--- src/rtl/msi_agg_pkg.sv ---
package msi_agg_pkg;
    localparam int REG_W       = 32;
    localparam int BUSERR_BIT  = 8;
    localparam int NUM_LSB     = 5;
    localparam logic [REG_W-1:0] TARGET_RST = 32'hFFFB_0003;

    localparam logic [7:0] OFF_REQ    = 8'h00;
    localparam logic [7:0] OFF_MASK   = 8'h04;
    localparam logic [7:0] OFF_PEND   = 8'h08;
    localparam logic [7:0] OFF_CTRL   = 8'h0C;
    localparam logic [7:0] OFF_TARGET = 8'h10;

    typedef enum logic [0:0] {
        ST_IDLE = 1'b0,
        ST_SEND = 1'b1
    } send_state_t;

    typedef struct packed {
        logic [REG_W-1:0] addr;
        logic [REG_W-1:0] data;
    } msg_beat_t;
endpackage

--- src/rtl/msi_src_latch.sv ---
module msi_src_latch #(
    parameter int NUM_SRC = 16
) (
    input  logic               clk,
    input  logic               rst_n,
    input  logic [NUM_SRC-1:0] irq_in,
    input  logic [NUM_SRC-1:0] mask,
    input  logic               pend_clr,
    output logic [NUM_SRC-1:0] pend,
    output logic [NUM_SRC-1:0] req,
    output logic               fire
);
    logic [NUM_SRC-1:0] prev;
    logic [NUM_SRC-1:0] rise_hit;

    for (genvar i = 0; i < NUM_SRC; i++) begin : g_src
        assign rise_hit[i] = irq_in[i] & ~prev[i] & mask[i];

        always_ff @(posedge clk) begin
            if (!rst_n) begin
                prev[i] <= 1'b0;
                pend[i] <= 1'b0;
                req[i]  <= 1'b0;
            end else begin
                prev[i] <= irq_in[i];
                pend[i] <= irq_in[i] | (pend[i] & ~pend_clr);
                if (rise_hit[i]) begin
                    req[i] <= 1'b1;
                end
            end
        end
    end

    assign fire = |rise_hit;

    p_pend_follows_line_r2: assert property (@(posedge clk) disable iff (!rst_n)
        (irq_in != '0) |=> ((pend & $past(irq_in)) == $past(irq_in)));

    p_req_sticky_r3: assert property (@(posedge clk) disable iff (!rst_n)
        (req != '0) |=> ((req & $past(req)) == $past(req)));

    p_pend_clear_r6: assert property (@(posedge clk) disable iff (!rst_n)
        (pend_clr && (irq_in == '0)) |=> (pend == '0));
endmodule

--- src/rtl/msi_regs.sv ---
module msi_regs
    import msi_agg_pkg::*;
#(
    parameter int ADDR_W = 8
) (
    input  logic             clk,
    input  logic             rst_n,
    input  logic             reg_wr,
    input  logic             reg_rd,
    input  logic [ADDR_W-1:0] reg_addr,
    input  logic [REG_W-1:0] reg_wdata,
    input  logic [REG_W-1:0] pend_word,
    input  logic [REG_W-1:0] req_word,
    output logic [REG_W-1:0] mask,
    output logic             buserr,
    output logic [REG_W-1:0] target,
    output logic             pend_clr,
    output logic [REG_W-1:0] reg_rdata
);
    localparam logic [REG_W-1:0] BUSERR_MASK = REG_W'(1) << BUSERR_BIT;

    logic hit_req, hit_mask, hit_pend, hit_ctrl, hit_target;
    logic [REG_W-1:0] rd_mux;

    assign hit_req    = (reg_addr == ADDR_W'(OFF_REQ));
    assign hit_mask   = (reg_addr == ADDR_W'(OFF_MASK));
    assign hit_pend   = (reg_addr == ADDR_W'(OFF_PEND));
    assign hit_ctrl   = (reg_addr == ADDR_W'(OFF_CTRL));
    assign hit_target = (reg_addr == ADDR_W'(OFF_TARGET));

    assign pend_clr = (reg_wr | reg_rd) & hit_pend;

    always_ff @(posedge clk) begin
        if (!rst_n) begin
            mask   <= '0;
            buserr <= 1'b0;
            target <= TARGET_RST;
        end else if (reg_wr) begin
            if (hit_mask)   mask   <= reg_wdata;
            if (hit_ctrl)   buserr <= reg_wdata[BUSERR_BIT];
            if (hit_target) target <= reg_wdata;
        end
    end

    always_comb begin
        rd_mux = '0;
        if (hit_req)    rd_mux = req_word;
        if (hit_mask)   rd_mux = mask;
        if (hit_pend)   rd_mux = pend_word;
        if (hit_ctrl)   rd_mux = buserr ? BUSERR_MASK : '0;
        if (hit_target) rd_mux = target;
    end

    always_ff @(posedge clk) begin
        if (!rst_n) begin
            reg_rdata <= '0;
        end else if (reg_rd) begin
            reg_rdata <= rd_mux;
        end
    end

    p_ctrl_read_one_bit_r7: assert property (@(posedge clk) disable iff (!rst_n)
        (reg_rd && hit_ctrl) |=> ((reg_rdata & ~BUSERR_MASK) == '0));

    p_rdata_hold_r11: assert property (@(posedge clk) disable iff (!rst_n)
        !reg_rd |=> $stable(reg_rdata));
endmodule

--- src/rtl/msi_send_fsm.sv ---
module msi_send_fsm
    import msi_agg_pkg::*;
(
    input  logic             clk,
    input  logic             rst_n,
    input  logic             launch,
    input  logic [REG_W-1:0] target,
    input  logic             msg_ready,
    output logic             msg_valid,
    output logic [REG_W-1:0] msg_addr,
    output logic [REG_W-1:0] msg_data
);
    send_state_t state, state_nx;
    logic        again, again_nx;
    logic        load;
    msg_beat_t   beat, beat_nx;

    always_comb begin
        beat_nx.addr = {target[REG_W-1:NUM_LSB], {NUM_LSB{1'b0}}};
        beat_nx.data = {{(REG_W-NUM_LSB){1'b0}}, target[NUM_LSB-1:0]};
    end

    always_comb begin
        state_nx = state;
        again_nx = again;
        load     = 1'b0;
        unique case (state)
            ST_IDLE: begin
                if (launch) begin
                    state_nx = ST_SEND;
                    load     = 1'b1;
                end
            end
            ST_SEND: begin
                if (msg_ready) begin
                    if (again || launch) begin
                        load     = 1'b1;
                        again_nx = 1'b0;
                    end else begin
                        state_nx = ST_IDLE;
                    end
                end else if (launch) begin
                    again_nx = 1'b1;
                end
            end
            default: state_nx = ST_IDLE;
        endcase
    end

    always_ff @(posedge clk) begin
        if (!rst_n) begin
            state <= ST_IDLE;
            again <= 1'b0;
            beat  <= '0;
        end else begin
            state <= state_nx;
            again <= again_nx;
            if (load) beat <= beat_nx;
        end
    end

    always_comb begin
        msg_valid = (state == ST_SEND);
        msg_addr  = beat.addr;
        msg_data  = beat.data;
    end

    p_hold_stalled_r9: assert property (@(posedge clk) disable iff (!rst_n)
        (msg_valid && !msg_ready) |=> (msg_valid && $stable(msg_addr) && $stable(msg_data)));

    p_queued_resend_r10: assert property (@(posedge clk) disable iff (!rst_n)
        (msg_valid && msg_ready && again) |=> msg_valid);

    p_addr_aligned_r4: assert property (@(posedge clk) disable iff (!rst_n)
        msg_valid |-> (msg_addr[NUM_LSB-1:0] == '0));
endmodule

--- src/rtl/msi_irq_aggregator.sv ---
module msi_irq_aggregator
    import msi_agg_pkg::*;
#(
    parameter int NUM_SRC = 16,
    parameter int ADDR_W  = 8
) (
    input  logic               clk,
    input  logic               rst_n,
    input  logic [NUM_SRC-1:0] irq_in,
    input  logic               reg_wr,
    input  logic               reg_rd,
    input  logic [ADDR_W-1:0]  reg_addr,
    input  logic [31:0]        reg_wdata,
    output logic [31:0]        reg_rdata,
    output logic               msg_valid,
    input  logic               msg_ready,
    output logic [31:0]        msg_addr,
    output logic [31:0]        msg_data
);
    logic [NUM_SRC-1:0] pend, req;
    logic [REG_W-1:0]   pend_word, req_word, mask, target;
    logic               pend_clr, buserr, fire, launch;

    always_comb begin
        pend_word = '0;
        req_word  = '0;
        pend_word[NUM_SRC-1:0] = pend;
        req_word[NUM_SRC-1:0]  = req;
    end

    msi_src_latch #(.NUM_SRC(NUM_SRC)) u_src (
        .clk(clk), .rst_n(rst_n), .irq_in(irq_in), .mask(mask[NUM_SRC-1:0]),
        .pend_clr(pend_clr), .pend(pend), .req(req), .fire(fire)
    );

    msi_regs #(.ADDR_W(ADDR_W)) u_regs (
        .clk(clk), .rst_n(rst_n), .reg_wr(reg_wr), .reg_rd(reg_rd),
        .reg_addr(reg_addr), .reg_wdata(reg_wdata), .pend_word(pend_word),
        .req_word(req_word), .mask(mask), .buserr(buserr), .target(target),
        .pend_clr(pend_clr), .reg_rdata(reg_rdata)
    );

    assign launch = fire & ~buserr;

    msi_send_fsm u_send (
        .clk(clk), .rst_n(rst_n), .launch(launch), .target(target),
        .msg_ready(msg_ready), .msg_valid(msg_valid), .msg_addr(msg_addr),
        .msg_data(msg_data)
    );

    p_inhibit_blocks_send_r5: assert property (@(posedge clk) disable iff (!rst_n)
        (!msg_valid && fire && buserr) |=> !msg_valid);

    p_fire_starts_send_r3: assert property (@(posedge clk) disable iff (!rst_n)
        (!msg_valid && launch) |=> msg_valid);
endmodule

--- config.mk ---
export PLATFORM = sky130hd
export DESIGN_NAME = msi_irq_aggregator
export DESIGN_NICKNAME = d
export VERILOG_FILES = /design/src/rtl/msi_agg_pkg.sv /design/src/rtl/msi_src_latch.sv /design/src/rtl/msi_regs.sv /design/src/rtl/msi_send_fsm.sv /design/src/rtl/msi_irq_aggregator.sv
export SDC_FILE = /design/constraint.sdc
export NUM_CORES = 1
export LEC_CHECK = 0
export BUFFER_PORTS_ARGS = -buffer_cell sky130_fd_sc_hd__buf_2
export CAP_MARGIN = 30
export CORE_UTILIZATION = 36
export CTS_BUF_LIST = sky130_fd_sc_hd__clkbuf_16
export DETAILED_ROUTE_END_ITERATION = 7
export PLACE_DENSITY_LB_ADDON = 0.08
export RECOVER_POWER = 50
export SLEW_MARGIN = 20
export SYNTH_ARGS = -nofsm -noshare
export SYNTH_HDL_FRONTEND = slang
export SYNTH_SLANG_ARGS = --single-unit
--- constraint.sdc ---
create_clock -name clk -period 4.8 [get_ports clk]
set_clock_uncertainty 0.2 [all_clocks]
set_input_delay 0.96 -clock clk [delete_from_list [all_inputs] [get_ports clk]]
set_output_delay 0.96 -clock clk [all_outputs]
set_load 0.01 [all_outputs]
==> metrics.md <==
| Metric | Value |
|---|---|
| Mapped Area | `7050 um^2` |
| Worst Path Class, Setup | `input port to flip-flop` |
| Register bit total from synthesis | `179` |
| DR vias/cell | `4.91` |
| Syn Inst Count | `798` |
| Fin crit period | `3.54 ns` |
| Yosys warnings | `0` |
| Achievable Freq | `283 MHz` |
| Required @ worst endpoint | `4.94 ns` |
| Layout cells sized above 1 | `11.6%` |
| Clk pin slew, worst setup/hold paths | `0.07 ns` |
| Leak | `3.21 nW` |
| Seq/Total Area, Yosys | `50.8%` |
| IO Count | `158` |
| GRT Total Usage | `20.0%` |
| Vias in the first global route | `5,556` |
| Core region area | `19,000 um^2` |
| FF-to-FF End | `u_send.msg_addr[27]` |
| VDD IR-drop max | `0.250 mV` |
| CTS H-tree depth | `4` |
| Tightest Hold Check Type | `flip-flop to flip-flop` |
| Failing checks | `max-capacitance violations, max-slew violations` |
| WL/cell | `16.7 um` |
| DIE WIDTH | `142 um` |
| Synth Flop Type | `dfxtp_1` |
| DRT Pass-1 Iters | `5` |
| Clk_lat worst skew | `0.43 ns` |
| Die area | `20,200 um^2` |
| RSZ-0062 raised after global routing | `no` |
| Synth unique cells | `36` |
| Asr flop ratio synth | `0%` |
| Largest net degree at the start of global routing | `73` |
| DR DRC count | `0` |
| CTS buffer count | `17` |
| Worst slew margin | `-39.5%` |
| Pin slew with the least headroom to its limit | `2.09 ns` |
| Fin. Hold Viols | `0` |
| CTS tree | `built` |
| Port Buffer Count | `125` |
| Critical Path Start Type | `input port` |
| Initial detailed-routing violation count | `341` |
| Critical Path End | `u_send.msg_addr[6]` |
| Final Slew Violations | `107` |
| CTS max path bufs | `2` |
| Via count of the routed design | `5,760` |
| Hold_buf cts | `0` |
| Minimum hold slack | `0.257 ns` |
| Critical Path AT | `3.68 ns` |
| Clock sinks | `179` |
| Remaining antenna violation count | `0` |
| CTS-repair resized insts | `0` |
| Synth-to-layout area growth | `17.1%` |
| Crit end category | `flip-flop` |
| Fin worst setup slack | `1.26 ns` |
| Max-cap violations | `2` |
| Gp weighted congestion | `0.737` |
| Worst R2R Start | `u_regs.mask[4]` |
| Standard-cell rows | `50` |
| Setup slack at placement | `1.33 ns` |
| Setup_tns | `0 ns` |
| Fin util | `43.6%` |
| Post-CTS setup buffer count | `0` |
| Tcrit/Tclk final | `73.7%` |
| Setup-failing EPs final | `0` |
| Clk root buf | `clkbuf_16` |
| Die Y | `142 um` |
| Final WL | `19.6 mm` |
| Worst R2R Setup Slack | `2.07 ns` |
| Overflow after GRT | `0` |
| Worst-path fanout max | `72` |
| Placed wire-length estimate | `12.6 mm` |
| Crit path from | `rst_n` |
| Pwr Density | `387 nW/um^2` |
| Global-route wire length before repair | `30.4 mm` |
| Mean post-synth cell area | `8.84 um^2` |
| Initial antenna violation count | `4` |
| Run status | `finished, violations left` |
| Initial Util | `37.2%` |
| NumNets Final | `958` |
| Reg2Reg Depth | `7` |
| Number of synthesized flops with an enable pin | `0` |
power breakdown:
| group | switching [mW] | internal (mW) | total [mW] |
|---|---|---|---|
| clock network | 0.616 | 0.878 | 1.49 |
| logic | 0.102 | 0.0634 | 0.166 |
| registers | 0.0162 | 1.52 | 1.54 |
stage by stage:
stage          cell area, um^2  instances  power [mW]
4_1_cts                   8360       1170        3.23
6_report                  8260       1173        3.20
3_5_place_dp              7730       1138        1.74
2_1_floorplan             7170        829        1.68
5_1_grt                   8250       1171        3.31
3_3_place_gp              7730       1138        1.74
worst max-delay path, stage by stage:
cell	delay [ns]
buf_4	0.53
clkbuf_1	1.50
nand2_1	0.37
mux2i_1	0.24
cells in the mapped netlist, types with 2 or more instances:
cell type | count | area (um^2)
nand4_1 | 2 | 12.5
and2_1 | 19 | 119
o21ai_0 | 35 | 175
a22oi_1 | 2 | 15.0
buf_6 | 3 | 33.8
nor2b_1 | 2 | 12.5
a21boi_1 | 34 | 255
dfxtp_1 | 179 | 3580
and3b_1 | 9 | 78.8
buf_2 | 15 | 75.1
nand2_1 | 229 | 860
mux2i_1 | 34 | 340
buf_4 | 37 | 278
a21o_1 | 16 | 120
inv_1 | 10 | 37.5
o21a_1 | 9 | 67.6
nand3b_1 | 7 | 52.6
clkbuf_1 | 35 | 131
a21boi_0 | 21 | 158
nor2_1 | 23 | 86.3
a221oi_1 | 31 | 272
nand3_1 | 18 | 90.1
a31oi_1 | 15 | 93.8
sequential cells by signal, indices dropped and copies added (netlist names):
name / count
u_regs.buserr: 1
u_src.req: 16
u_regs.reg_rdata: 32
u_send.again: 1
u_send.msg_addr: 27
u_regs.target: 32
u_send.msg_valid: 1
u_send.msg_data: 5
u_src.prev: 16
u_src.pend: 16
u_regs.mask: 32
logic make-up after synthesis:
| family | synth area share, % |
|---|---|
| muxes | 4.83 |
| and+or+nand+nor | 19.4 |
| buffers and inverters | 7.93 |
| AOI/OAI and AO/OA | 16.9 |
| DFF | 50.8 |
| other | 0.0532 |
per-layer routing:
metal	vias to the layer above	wire length, um	GRT usage (%)
met5	-	8	0
met4	2	220	5.77
met3	19	1390	6.46
met2	178	9210	32.1
met1	2730	8760	25.6
li1	2831	-	-
layout make-up:
type / count / area (um^2)
antenna: 3 / 7.51
timing repair buffer: 140 / 661
clock buffer: 17 / 425
multi-input combinational: 549 / 3010
sequential: 179 / 3580
fill: 1928 / 10700
clock inverter: 15 / 205
tap: 260 / 325
inverter: 10 / 37.5
cell usage in the layout, fill, tap and decap left out, types with 7 or more instances in the layout:
cell type	synthesis	final
buf_2	15	58
a31oi_1	15	15
clkbuf_1	35	68
buf_4	37	12
clkbuf_16	0	17
nand3b_1	7	7
dfxtp_1	179	179
and2_0	0	16
nand2_1	229	229
nand3_1	18	18
mux2i_1	34	34
conb_1	1	32
a21o_1	16	16
a21boi_0	21	21
nor2_1	23	23
and3b_1	9	9
a21boi_1	34	34
inv_1	10	11
a221oi_1	31	31
o21ai_0	35	35
o21a_1	9	9
how the worst min path moves through the flow:
stage	from	to	cells past startpoint
global placement	u_src.pend[0]	u_src.pend[0]	1
CTS	u_src.pend[7]	u_src.pend[7]	1
global route	u_src.pend[5]	u_src.pend[5]	1
finish	u_send.msg_addr[11]	u_send.msg_addr[11]	2
floorplan	u_src.pend[0]	u_src.pend[0]	1
detailed placement	u_src.pend[7]	u_src.pend[7]	1
(Power assumes the default switching activity.)
